==> config.mk <==
export PLATFORM = sky130hd
export DESIGN_NAME = irq_w1c_ctrl
export DESIGN_NICKNAME = d
export VERILOG_FILES = /design/src/rtl/irqc_pkg.sv /design/src/rtl/irqc_status.sv /design/src/rtl/irqc_ctrl_regs.sv /design/src/rtl/irqc_out.sv /design/src/rtl/irq_w1c_ctrl.sv
export SDC_FILE = /design/constraint.sdc
export NUM_CORES = 1
export LEC_CHECK = 0
export ABC_AREA = 0
export CORE_ASPECT_RATIO = 1.1
export CORE_MARGIN = 2
export CORE_UTILIZATION = 46
export CTS_BUF_LIST = sky130_fd_sc_hd__clkbuf_4
export DETAILED_ROUTE_END_ITERATION = 8
export DONT_BUFFER_PORTS = 1
export GPL_ROUTABILITY_DRIVEN = 0
export GPL_TIMING_DRIVEN = 0
export PLACE_DENSITY = 0.64
export SYNTH_ARGS = -nofsm -noshare
export SYNTH_HDL_FRONTEND = slang
export SYNTH_SLANG_ARGS = --single-unit
==> constraint.sdc <==
create_clock -name clk -period 1.35 [get_ports clk]
set_input_delay 0.135 -clock clk [delete_from_list [all_inputs] [get_ports clk]]
set_output_delay 0.135 -clock clk [all_outputs]
set_load 0.02 [all_outputs]
==> src/rtl/irqc_pkg.sv <==
package irqc_pkg;
  typedef enum logic [1:0] {
    SEL_STAT = 2'd0,
    SEL_MASK = 2'd1,
    SEL_CFG  = 2'd2,
    SEL_NONE = 2'd3
  } irqc_sel_e;
endpackage

==> src/rtl/irqc_status.sv <==
module irqc_status #(
  parameter int NUM_SRC = 6
) (
  input  logic               clk,
  input  logic               rst,
  input  logic [NUM_SRC-1:0] evt_i,
  input  logic               clr_en_i,
  input  logic [NUM_SRC-1:0] clr_bits_i,
  output logic [NUM_SRC-1:0] stat_d_o,
  output logic [NUM_SRC-1:0] stat_q_o
);
  logic [NUM_SRC-1:0] stat_q;

  for (genvar k = 0; k < NUM_SRC; k++) begin : g_bit
    always_comb begin
      if (evt_i[k])
        stat_d_o[k] = 1'b1;
      else if (clr_en_i && clr_bits_i[k])
        stat_d_o[k] = 1'b0;
      else
        stat_d_o[k] = stat_q[k];
    end
  end

  always_ff @(posedge clk) begin
    if (rst) stat_q <= '0;
    else     stat_q <= stat_d_o;
  end

  assign stat_q_o = stat_q;


  evt_sets_chk: assert property (@(posedge clk) disable iff (rst)
    (evt_i != '0) |=> ((stat_q & $past(evt_i)) == $past(evt_i)));

  w1c_clear_chk: assert property (@(posedge clk) disable iff (rst)
    clr_en_i |=> ((stat_q & $past(clr_bits_i & ~evt_i)) == '0));

  zero_keeps_chk: assert property (@(posedge clk) disable iff (rst)
    (evt_i == '0 && !clr_en_i) |=> $stable(stat_q));
endmodule

==> src/rtl/irqc_ctrl_regs.sv <==
module irqc_ctrl_regs #(
  parameter int NUM_SRC = 6,
  parameter int DATA_W  = 8
) (
  input  logic               clk,
  input  logic               rst,
  input  logic               mask_we_i,
  input  logic               cfg_we_i,
  input  logic [DATA_W-1:0]  data_i,
  output logic [NUM_SRC-1:0] mask_d_o,
  output logic [NUM_SRC-1:0] mask_q_o,
  output logic [DATA_W-1:0]  cfg_d_o,
  output logic [DATA_W-1:0]  cfg_q_o
);
  logic [NUM_SRC-1:0] mask_q;
  logic [DATA_W-1:0]  cfg_q;

  always_comb begin
    mask_d_o = mask_we_i ? data_i[NUM_SRC-1:0] : mask_q;
    cfg_d_o  = cfg_we_i  ? data_i : cfg_q;
  end

  always_ff @(posedge clk) begin
    if (rst) begin
      mask_q <= '1;
      cfg_q  <= '0;
    end else begin
      mask_q <= mask_d_o;
      cfg_q  <= cfg_d_o;
    end
  end

  assign mask_q_o = mask_q;
  assign cfg_q_o  = cfg_q;


  ctrl_hold_chk: assert property (@(posedge clk) disable iff (rst)
    (!mask_we_i && !cfg_we_i) |=> ($stable(mask_q) && $stable(cfg_q)));
endmodule

==> src/rtl/irqc_out.sv <==
module irqc_out #(
  parameter int NUM_SRC = 6
) (
  input  logic               clk,
  input  logic               rst,
  input  logic [NUM_SRC-1:0] stat_d_i,
  input  logic [NUM_SRC-1:0] mask_d_i,
  input  logic               drv_off_d_i,
  output logic               irq_n_o,
  output logic               oe_o
);
  logic pending;

  assign pending = |(stat_d_i & ~mask_d_i);

  always_ff @(posedge clk) begin
    if (rst) begin
      irq_n_o <= 1'b1;
      oe_o    <= 1'b1;
    end else begin
      irq_n_o <= ~pending;
      oe_o    <= ~drv_off_d_i;
    end
  end
endmodule

==> src/rtl/irq_w1c_ctrl.sv <==
module irq_w1c_ctrl #(
  parameter int NUM_SRC   = 6,
  parameter int DATA_W    = 8,
  parameter int OFF_BIT   = 6
) (
  input  logic               clk,
  input  logic               rst,
  input  logic [NUM_SRC-1:0] evt_i,
  input  logic               wr_en,
  input  logic [1:0]         wr_addr,
  input  logic [DATA_W-1:0]  wr_data,
  output logic [NUM_SRC-1:0] stat_o,
  output logic [NUM_SRC-1:0] mask_o,
  output logic [DATA_W-1:0]  cfg_o,
  output logic               irq_n,
  output logic               irq_oe
);
  import irqc_pkg::*;

  irqc_sel_e          sel;
  logic               stat_we, mask_we, cfg_we;
  logic [NUM_SRC-1:0] stat_d, mask_d;
  logic [DATA_W-1:0]  cfg_d;

  assign sel     = irqc_sel_e'(wr_addr);
  assign stat_we = wr_en && (sel == SEL_STAT);
  assign mask_we = wr_en && (sel == SEL_MASK);
  assign cfg_we  = wr_en && (sel == SEL_CFG);

  irqc_status #(.NUM_SRC(NUM_SRC)) u_status (
    .clk        (clk),
    .rst        (rst),
    .evt_i      (evt_i),
    .clr_en_i   (stat_we),
    .clr_bits_i (wr_data[NUM_SRC-1:0]),
    .stat_d_o   (stat_d),
    .stat_q_o   (stat_o)
  );

  irqc_ctrl_regs #(.NUM_SRC(NUM_SRC), .DATA_W(DATA_W)) u_ctrl (
    .clk       (clk),
    .rst       (rst),
    .mask_we_i (mask_we),
    .cfg_we_i  (cfg_we),
    .data_i    (wr_data),
    .mask_d_o  (mask_d),
    .mask_q_o  (mask_o),
    .cfg_d_o   (cfg_d),
    .cfg_q_o   (cfg_o)
  );

  irqc_out #(.NUM_SRC(NUM_SRC)) u_out (
    .clk         (clk),
    .rst         (rst),
    .stat_d_i    (stat_d),
    .mask_d_i    (mask_d),
    .drv_off_d_i (cfg_d[OFF_BIT]),
    .irq_n_o     (irq_n),
    .oe_o        (irq_oe)
  );


  irq_level_chk: assert property (@(posedge clk) disable iff (rst)
    (irq_n == ~|(stat_o & ~mask_o)));

  drv_off_chk: assert property (@(posedge clk) disable iff (rst)
    (irq_oe == ~cfg_o[OFF_BIT]));

  evt_beats_clr_chk: assert property (@(posedge clk) disable iff (rst)
    (stat_we && (evt_i & wr_data[NUM_SRC-1:0]) != '0)
      |=> ((stat_o & $past(evt_i)) == $past(evt_i)));

  mask_no_stat_chk: assert property (@(posedge clk) disable iff (rst)
    (mask_we && evt_i == '0) |=> $stable(stat_o));
endmodule

==> impl_metrics.tcl <==
set metrics [dict create \
    yosysWarnings 0 \
    critical_path_buf_inv_count 0 \
    syn2layout_area_growth_pct 20.2 \
    max_slew.worst_pin.slew_ns 0.853 \
    cap_violations 0 \
    synth-compound-area-share_pct 13.6 \
    max_stage_delay_ns 0.49 \
    antenna_left 0 \
    cts_buffers 3 \
    drv_slew 0 \
    synth_nets 132 \
    cp.arrival_ns 1.47 \
    setup_ws_ns 0.0797 \
    slew_headroom_pct 43.0 \
    skew_ns 0.00377 \
    worstPathRequired_ns 1.55 \
    yosys_most_used_dff "dfxtp_1" \
    cts_root_buffer "clkbuf_4" \
    worst-setup-path-type "flop to flop" \
    period_share_pct 94.1 \
    layout-drive-gt1-share_pct 11.5 \
    synth-simple-area-share_pct 29.2 \
    synth.avg_cell_area_um2 8.82 \
    cts_sinks 22 \
    dp_hpwl_um 1650 \
    post_cts_buffers 0 \
    cts_resized 0 \
    via_per_inst 5.57 \
    fin_tns_setup_ns 0 \
    grt_overflow 0 \
    dr.pass1.iters 4 \
    row_count 17 \
    grt_use_total_pct 20.9 \
    synth_top_area_share_pct 44.2 \
    dpl.cell_count 141 \
    synth_fa_ha_area_share_pct 0 \
    startpoint_type "flop" \
    die_x_um 48.4 \
    io_buffers 0 \
    synth_seq_cells 22 \
    timing.final.hold_violations 0 \
    rsz0062_at_grt "false" \
    run_status "finished clean" \
    worst-path-max-fanout 3 \
    core_area_um2 2020 \
    synth_xor_xnor_area_share_pct 0 \
    place_ws_ns -0.137 \
    netlist_area_um2 997 \
    crit_chain "nor2_1 -> a31oi_1 -> a22oi_1 -> a31o_1" \
    fp.dieH_um 52.8 \
    start_util_pct 49.3 \
    syn-instance-count 113 \
    clk_pin_slew_ns 0.11 \
    synth_cell_types 25 \
    nFillCells 193 \
    ios 41 \
    clock_latency_ns 0.30 \
    nets 151 \
    grt_pass1_vias 903 \
    cp-end-kind "flop" \
    drc_errors 0 \
    antenna_found_initial 0 \
    num_antenna_cells 0 \
    setup_viol 0 \
    wl_per_cell_um 14.7 \
    clock_path_buffers 2 \
    synth_top_family_by_area "simple AND/OR/NAND/NOR gates" \
    powerDensity_nw_per_um2 1010 \
    synth_area_leader_cell "dfxtp_1" \
    drt_wl_total_um 2340 \
    tritoncts "yes" \
    synth_mux_area_share_pct 8.03 \
    fin_cells 159 \
    grt_pass1_wl_um 4000 \
    synth_edf_count 0 \
    yosysSeqAreaShare_pct 44.2 \
    fmax_ghz 0.787 \
    grt_start_max_net_pins 13 \
    async_flop_share_pct 0 \
    cpMaxStageDelayCell "dfxtp_1" \
    hold_path.class "input port to flop" \
    drt_iter0_drc 14 \
    dieArea_um2 2560 \
    critical_path.top_delay_family "compound AO/OA/AOI/OAI gates" \
    vias 885 \
    htree_levels 1 \
    fin_crit_ns 1.27 \
    p_leak_nw 0.539 \
    synth_area_leaders "dfxtp_1, mux2i_1, nor2_1, nand2_1, and3b_2" \
    ir_drop_mv 0.700 \
]
[worst min-delay path, cell delays in order]
cell	delay, ns
nand2_1	0.03
a21oi_1	0.06
nor2_1	0.07
[cell type report]
class	count	area [µm²]	share of cell area, %
Buffer	5	38.8	3.24
Clock buffer	3	22.5	1.88
Clock inverter	1	3.75	0.313
Inverter	3	11.3	0.939
Multi-Input combinational cell	83	507	42.3
Sequential cell	22	440	36.7
Tap cell	28	35.0	2.92
Timing Repair Buffer	14	140	11.7
[cells in the final DEF (no fill, tap or decap), drive strengths merged]
cell | netlist | final
o41ai | 1 | 1
nand2b | 6 | 6
a211oi | 4 | 4
nand2 | 15 | 15
nor3b | 1 | 1
dfxtp | 22 | 22
a22oi | 1 | 1
a21oi | 6 | 6
nor4 | 1 | 1
and2 | 1 | 1
buf | 3 | 3
or2 | 1 | 1
nor2b | 1 | 1
mux2i | 8 | 8
nor2 | 21 | 21
inv | 3 | 3
and3b | 4 | 4
clkinv | 0 | 1
nand3b | 5 | 5
o22ai | 2 | 2
a31oi | 2 | 2
a211o | 2 | 2
clkbuf | 2 | 5
a31o | 1 | 1
dlygate4sd3 | 0 | 14
[sequential cells by signal (all words and copies together), names as in the netlist]
signal / cells
u_status.stat_q_o: 6
u_ctrl.mask_q_o: 6
u_out.irq_n_o: 1
u_ctrl.cfg_q_o: 8
u_out.oe_o: 1
[final timing paths]
| kind | start | endpoint | slack (ns) | cells past startpoint |
|---|---|---|---|---|
| setup / recovery | u_status.stat_q_o[1]$_SDFF_PP0_ | u_out.irq_n_o$_SDFF_PP1_ | 0.08 | 4 |
| hold / removal | wr_data[4] | u_status.stat_q_o[4]$_SDFF_PP0_ | 0.03 | 3 |
| hold reg to reg | u_ctrl.mask_q_o[5]$_SDFF_PP1_ | u_ctrl.mask_q_o[5]$_SDFF_PP1_ | 0.59 | 2 |
| setup reg to reg | u_status.stat_q_o[1]$_SDFF_PP0_ | u_out.irq_n_o$_SDFF_PP1_ | 0.08 | 4 |
[timing repair]
action / in CTS / in global routing
endpoints found under the setup margin: 0 / 0
endpoints found under the hold margin: 21 / 0
hold buffers: 14 / 0
[per-stage QoR]
| step | util (%) | power (mW) | area [µm²] | hold slack [ns] |
|---|---|---|---|---|
| 5_1_grt | 59.3 | 1.27 | 1200 | 0.0410 |
| 3_5_place_dp | 51.1 | 0.898 | 1030 | 0.259 |
| 4_1_cts | 59.3 | 1.23 | 1200 | 0.0129 |
| 6_report | 59.3 | 1.21 | 1200 | 0.0284 |
| 3_3_place_gp | 51.1 | 0.894 | 1030 | 0.255 |
| 2_1_floorplan | - | 0.870 | 997 | 0.252 |
[synth_stat cells, types with 2 or more instances]
master / instances
nor2_1: 21
mux2i_1: 8
inv_1: 3
a211oi_1: 4
a211o_1: 2
and3b_2: 4
nand2_1: 15
nand2b_1: 6
buf_6: 2
nand3b_1: 5
a21oi_1: 6
dfxtp_1: 22
o22ai_1: 2
a31oi_1: 2
[cells by family (layout without fill, tap and decap cells)]
family / count (synthesis) / after routing
compound gates: 19 / 19
mux: 8 / 8
buf+inv: 8 / 26
flops: 22 / 22
simple gates: 56 / 56
[power by group]
part | leakage, nW | internal (mW) | switching [mW] | total (mW)
logic | 0.342 | 0.0900 | 0.0774 | 0.167
clock network | 0.0154 | 0.108 | 0.185 | 0.293
registers | 0.181 | 0.684 | 0.0679 | 0.752
total | 0.539 | 0.882 | 0.330 | 1.21
[metal layers]
| metal | part of all wire, % | wire length, µm | up-vias | global-route usage (%) |
|---|---|---|---|---|
| li1 | - | - | 426 | - |
| met1 | 41 | 960 | 413 | 21.6 |
| met2 | 49 | 1150 | 40 | 37.5 |
| met3 | 7.4 | 174 | 6 | 6.57 |
| met4 | 2.6 | 61 | 0 | 12.9 |
| met5 | 0 | 0 | - | 0 |
Power figures use the tool's default switching activity.
